File: src/rtl/conn_test_tree.sv
module conn_test_tree #(
  parameter int N_IN = 12
) (
  input  logic            clk,
  input  logic            por_n,
  input  logic            strap_i,
  input  logic            bus_first_i,
  input  logic [N_IN-1:0] tree_in,
  input  logic            pin_normal_i,
  output logic            pin_o,
  output logic            tree_o,
  output logic            test_mode_o
);

  logic armed;
  logic mode;
  logic [N_IN:0] chain;

  always_ff @(posedge clk or negedge por_n) begin
    if (!por_n) begin
      armed <= 1'b0;
      mode  <= 1'b0;
    end else if (!armed) begin
      armed <= 1'b1;
      mode  <= strap_i & ~bus_first_i;
    end else if (bus_first_i) begin
      mode  <= 1'b0;
    end
  end

  assign chain[0] = 1'b1;

  for (genvar k = 0; k < N_IN; k++) begin : g_stage
    logic nand_q;
    assign nand_q     = ~(chain[k] & tree_in[k]);
    assign chain[k+1] = ~nand_q;
  end

  assign tree_o      = chain[N_IN];
  assign test_mode_o = mode;
  assign pin_o       = mode ? tree_o : pin_normal_i;

  assert_capture_R2: assert property (@(posedge clk) disable iff (!por_n)
    (!armed && strap_i && !bus_first_i) |=> mode);

  assert_strap_low_R3: assert property (@(posedge clk) disable iff (!por_n)
    (!armed && !strap_i) |=> !mode);

  assert_exit_R4: assert property (@(posedge clk) disable iff (!por_n)
    (armed && bus_first_i) |=> !mode);

  assert_no_reentry_R5: assert property (@(posedge clk) disable iff (!por_n)
    (armed && !mode) |=> !mode);

  assert_ones_high_R6: assert property (@(posedge clk) disable iff (!por_n)
    (&tree_in) |-> tree_o);

  assert_zero_low_R8: assert property (@(posedge clk) disable iff (!por_n)
    !(&tree_in) |-> !tree_o);

  assert_armed_sticky_R10: assert property (@(posedge clk) disable iff (!por_n)
    armed |=> (armed && $stable(mode) || $past(bus_first_i)));

endmodule

File: config.mk
export PLATFORM = sky130hd
export DESIGN_NAME = conn_test_tree
export DESIGN_NICKNAME = d
export VERILOG_FILES = /design/src/rtl/conn_test_tree.sv
export SDC_FILE = /design/constraint.sdc
export NUM_CORES = 1
export LEC_CHECK = 0
export BUFFER_PORTS_ARGS = -buffer_cell sky130_fd_sc_hd__buf_2
export CORE_AREA = 2 2 39 41
export CTS_CLUSTER_SIZE = 24
export DETAILED_ROUTE_END_ITERATION = 8
export DIE_AREA = 0 0 41 43
export GPL_ROUTABILITY_DRIVEN = 1
export PLACE_DENSITY = 0.39
export SETUP_SLACK_MARGIN = 0.02
export SYNTH_ARGS = -nofsm -noshare
export SYNTH_HDL_FRONTEND = slang
export SYNTH_SLANG_ARGS = --single-unit
File: constraint.sdc
create_clock -name clk -period 1.5 [get_ports clk]
set_input_delay 0.075 -clock clk [delete_from_list [all_inputs] [get_ports clk]]
set_output_delay 0.075 -clock clk [all_outputs]
set_load 0.01 [all_outputs]
==> out/qor.yml, run 1 <==
status: "finished, final reports clean"
htreeDepth: 1
clkLatencyLatePin_ns: 0.22
rrSetupSlack_ns: 0.80
holdWs_ns: 0.0988
vias: 182
post_cts_buffers: 0
first_iter_violations: 3
synth_area_sq_um: 118
rr_endpoint: "test_mode_o"
placedInstanceArea_sq_um: 233
synth_nets: 29
clock.fmax_mhz: 823
fp.dieArea_sq_um: 1760
hold_violations: 0
dp_slack_ns: 0.523
fin_crit_sh_pct: 81.0
start_util_pct: 8.50
seqPwrFrac_pct: 27.1
worstHoldPathType: "in -> reg"
final.setup.worst_slack_ns: 0.285
critPathMaxFanout: 4
rsz0062_at_grt: "false"
area.sequential_sq_um: 50.0
grt_pass1_wl_um: 717
yosysTopAreaCell: "dfrtp_1"
routedWlPerCell_um: 9.83
core_area_sq_um: 1380
hold_depth: 3
yosysMostFrequentCell: "nand4_1"
setup_viol: 0
end_kind: "output pin"
avgViaCountPerCell: 3.50
final_nets: 55
grt_max_degree: 5
synth.area.top_cells: "dfrtp_1 (43%), nand4_1 (16%), o41ai_2 (14%)"
grt_pass1_vias: 171
clk_pin_slew_ns: 0.03
synth_cell_types: 9
synth_compound_area_share_pct: 13.8
ioPinCount: 20
p_int_w: 0.000171
tns_ns: 0
ys_top_cells_by_count: "nand4_1 (3), dfrtp_1 (2)"
yosys.area_share.simple_pct: 28.7
start_kind: "flip-flop"
power_switching_w: 0.0000484
cp_data_arrival_time_ns: 1.14
die_y_um: 43
drive_gt1_share_pct: 63.9
io_buffers: 19
synth_edf_count: 0
report.final.slew_viol_count: 0
multi_input_area_sq_um: 63.8
yosysSeqAreaShare_pct: 42.6
critPathRequiredTime_ns: 1.42
p_comb_share_pct: 18.2
ys_dominant_reg_cell: "dfrtp_1"
postRouteWirelength_um: 511
drtAntennaViolNets: 0
fp.dieW_um: 41
final_cell_area_sq_um: 275
holdPathEnd: "test_mode_o"
synth_top_cell_area_share_pct: 42.6
critPathKind: "reg -> out"
drc: 0
grt-ovfl-total: 0
clockBufferDepth: 2
async_flop_share_pct: 100
ys_ff_latch: 2
synth_fa_ha_area_share_pct: 0
antenna_found_initial: 0
numCtsBuffers: 3
synth_top_family_by_area: "simple AND/OR/NAND/NOR gates"
period_minus_slack_ns: 1.22
synth_xor_area_share_pct: 0
worstHoldStart: "strap_i"
clockRootBuffer: "clkbuf_4"
synth_mux_area_share_pct: 8.51
clock_skew_ns: 0.00248
gp_congestion: 0.602
num_rows: 14
ys_warn_count: 0
diodes: 0
power_frac_clock_pct: 54.7
power.leakage_nw: 0.147
r2r_cells: 2
fillers: 147
syn_inst: 12
grt_usage_pct: 6.92
drv_cap: 0
switching_share_pct: 22.1
cts_tree: "done"
ir_worst_vdd_mv: 0.424
finalPower_w: 0.000219
drtPass1Iterations: 2
synth.avg_cell_area_sq_um: 9.80
numClockSinks: 2
syn2layout_area_growth_pct: 134
reg2reg_from: "test_mode_o"
power-per-cell-area_nw_per_um2: 796
[worst max path at each step]
stage / start / end / slack (ns) / cells after the start
finish: test_mode_o / pin_o / 0.28 / 3
detailed placement: test_mode_o / pin_o / 0.52 / 3
global placement: test_mode_o / pin_o / 0.54 / 3
floorplan: test_mode_o / pin_o / 0.54 / 2
global route: test_mode_o / pin_o / 0.20 / 3
CTS: test_mode_o / pin_o / 0.27 / 3
[power by group through the flow]
stage | sequential [W] | clock [W] | combinational (W)
2_1_floorplan | 0.0000604 | 0 | 0.0000100
3_3_place_gp | 0.0000598 | 0 | 0.0000370
3_5_place_dp | 0.0000601 | 0 | 0.0000361
4_1_cts | 0.0000596 | 0.000129 | 0.0000404
5_1_grt | 0.0000601 | 0.000134 | 0.0000441
6_report | 0.0000594 | 0.000120 | 0.0000399
[area by class of cell]
cell class	instances	area share, %
timing repair buffer	21	41.8
sequential	2	18.2
multi-input combinational	9	23.2
clock buffer	3	8.18
inverter	1	1.36
tap	16	7.27
[cell usage in the layout (no fill, tap or decap)]
cell and count:
buf_2 19, clkbuf_4 3, conb_1 1, dfrtp_1 2
dlygate4sd3_1 2, inv_1 1, mux2i_1 1, nand2b_1 1
nand4_1 3, nor2_1 1, nor3_1 1, o41ai_2 1
[kinds of logic (layout without fill, tap and decap cells)]
kind of cell / Yosys count / in the layout
AOI/OAI and AO/OA: 1 / 1
buffers and inverters: 1 / 25
and+or+nand+nor: 6 / 6
other: 1 / 1
DFF: 2 / 2
muxes: 1 / 1
[routing by layer]
layer / global-route usage (%) / up-vias / routed length [um]
met5: 0 / - / 0
met4: 6.00 / 0 / 0
met3: 7.33 / 0 / 136
met2: 5.31 / 20 / 125
met1: 9.29 / 69 / 249
li1: - / 93 / -
[stage by stage]
step | utilization [%] | instances
floorplan | - | 12
global placement | 16.8 | 47
detailed placement | 16.8 | 47
CTS | 19.9 | 52
global route | 19.9 | 52
finish | 19.9 | 52
[registers in the layout, summed over array words and instances (netlist names)]
| register | cells |
|---|---|
| armed | 1 |
| test_mode_o | 1 |
[repair_timing]
item / 4_1_cts / 5_1_grt
endpoints found under the setup margin: 0 / 0
hold endpoints to repair: 3 / 0
resized for setup: 0 / 0
hold buffers: 2 / 0
[critical path, stage by stage, from the launching register on]
cell and delay (ns):
dfrtp_1 0.37, inv_1 0.06, o41ai_2 0.31, buf_2 0.17
Power figures use the tool's default switching activity.
==> run 2, diff against run 1 <==
Settings changed: PLACE_DENSITY 0.39 to 0.4.
Clock period 1.5 ns to 1.1 ns, I/O delays scaled along.
==> out/qor.yml, run 2 (synthesis gave the netlist of run 1 again) <==
status: "finished with violations"
violations: "setup timing"
syn2layout_area_growth_pct: 156
numClockSinks: 2
grt_max_degree: 4
power.leakage_nw: 0.162
finalPower_w: 0.000308
fp.dieW_um: 41
worstHoldPathType: "in -> reg"
die_y_um: 43
clock.fmax_mhz: 884
clock_skew_ns: 0.0000303
clockRootBuffer: "clkbuf_4"
io_buffers: 19
hpwlAfterDp_um: 428
drv_cap: 0
cts_tree: "done"
routedWlPerCell_um: 10.0
drive_gt1_share_pct: 68.4
end_kind: "output pin"
rsz0062_at_grt: "true"
numCtsBuffers: 3
ioPinCount: 20
fin_crit_sh_pct: 103
final_cell_mix: "buf_2 (19), nand4_1 (3), clkbuf_4 (3)"
core_area_sq_um: 1380
cp_data_arrival_time_ns: 1.08
start_kind: "flip-flop"
num_rows: 14
postRouteWirelength_um: 542
fp.dieArea_sq_um: 1760
area.sequential_sq_um: 50.0
grt_pass1_vias: 176
first_iter_violations: 3
grt_usage_pct: 7.63
avgViaCountPerCell: 3.50
final_nets: 57
fillers: 154
multi_input_area_sq_um: 71.3
start_util_pct: 8.50
vias: 189
antenna_found_initial: 0
diodes: 0
htreeDepth: 1
clockBufferDepth: 2
drtAntennaViolNets: 0
power-per-cell-area_nw_per_um2: 1020
setup_viol: 1
grt_pass1_wl_um: 745
hold_violations: 0
critPathRequiredTime_ns: 1.04
placedInstanceArea_sq_um: 233
period_minus_slack_ns: 1.13
drtPass1Iterations: 2
clk_pin_slew_ns: 0.03
clkLatencyLatePin_ns: 0.22
gp_congestion: 0.606
final_common_cell: "buf_2"
report.final.slew_viol_count: 0
ir_worst_vdd_mv: 0.421
grt-ovfl-total: 0
critPathKind: "reg -> out"
final_cell_area_sq_um: 302
tns_ns: -0.0310
final.setup.worst_slack_ns: -0.0310
drc: 0
critPathMaxFanout: 3
## run 2: cell count changes in the layout (fill, tap and decap cells not counted)
cell,previous run,this run
nand2b_1,1,0
buf_6,0,1
buf_4,0,1
nand2b_4,0,1
## run 2: per-layer routing
layer / routed length, um / GRT usage [%] / up-vias / part of all wire, %
li1: - / - / 96 / -
met1: 295 / 10.9 / 71 / 54
met2: 121 / 5.94 / 20 / 22
met3: 115 / 8.90 / 2 / 21
met4: 9 / 4.00 / 0 / 1.7
met5: 0 / 0 / - / 0
## run 2: worst max-delay path, cell delays in order, from the launching register on
cell and delay (ns):
dfrtp_1 0.39, buf_6 0.13, nand2b_4 0.12, o41ai_2 0.04, buf_2 0.17
## run 2: final timing paths
path                              from           to  slack [ns]  depth (start not counted)
max                        test_mode_o        pin_o       -0.03                          4
min                            strap_i  test_mode_o        0.09                          3
max reg2reg                test_mode_o  test_mode_o        0.29                          3
min reg2reg                      armed  test_mode_o        0.54                          2
max in group asynchronous        por_n  test_mode_o        0.84                          2
min in group asynchronous        por_n        armed        0.16                          2
## run 2: cell type report
cell class	count	area share [%]
multi-input cells	9	23.7
clock buffers	3	7.47
inverters	1	1.24
repair buffers	23	44.4
well taps	16	6.64
flip-flops and latches	2	16.6
## run 2: where the power goes
group | switching (W) | total (W) | internal (W)
clock | 0.0000401 | 0.000160 | 0.000120
sequential | 0.00000312 | 0.0000813 | 0.0000782
combinational | 0.0000233 | 0.0000664 | 0.0000431
## run 2: what timing repair did
action / CTS / global route
gates cloned: 0 / 0
setup endpoints to repair: 1 / 1
pin swaps: 1 / 0
endpoints found under the hold margin: 3 / 0
setup buffers: 1 / 1
hold buffers: 2 / 0
gates resized for setup: 2 / 0
## run 2: per-stage QoR
stage          utilization [%]  hold WS (ns)  setup slack, ns  cells
3_5_place_dp              16.8        -0.155            0.139     47
5_1_grt                   21.8         0.120          -0.0939     54
4_1_cts                   21.2        0.0816          -0.0468     53
6_report                  21.8        0.0919          -0.0310     54
3_3_place_gp              16.8        -0.153            0.158     47
2_1_floorplan                -        -0.241            0.162     12
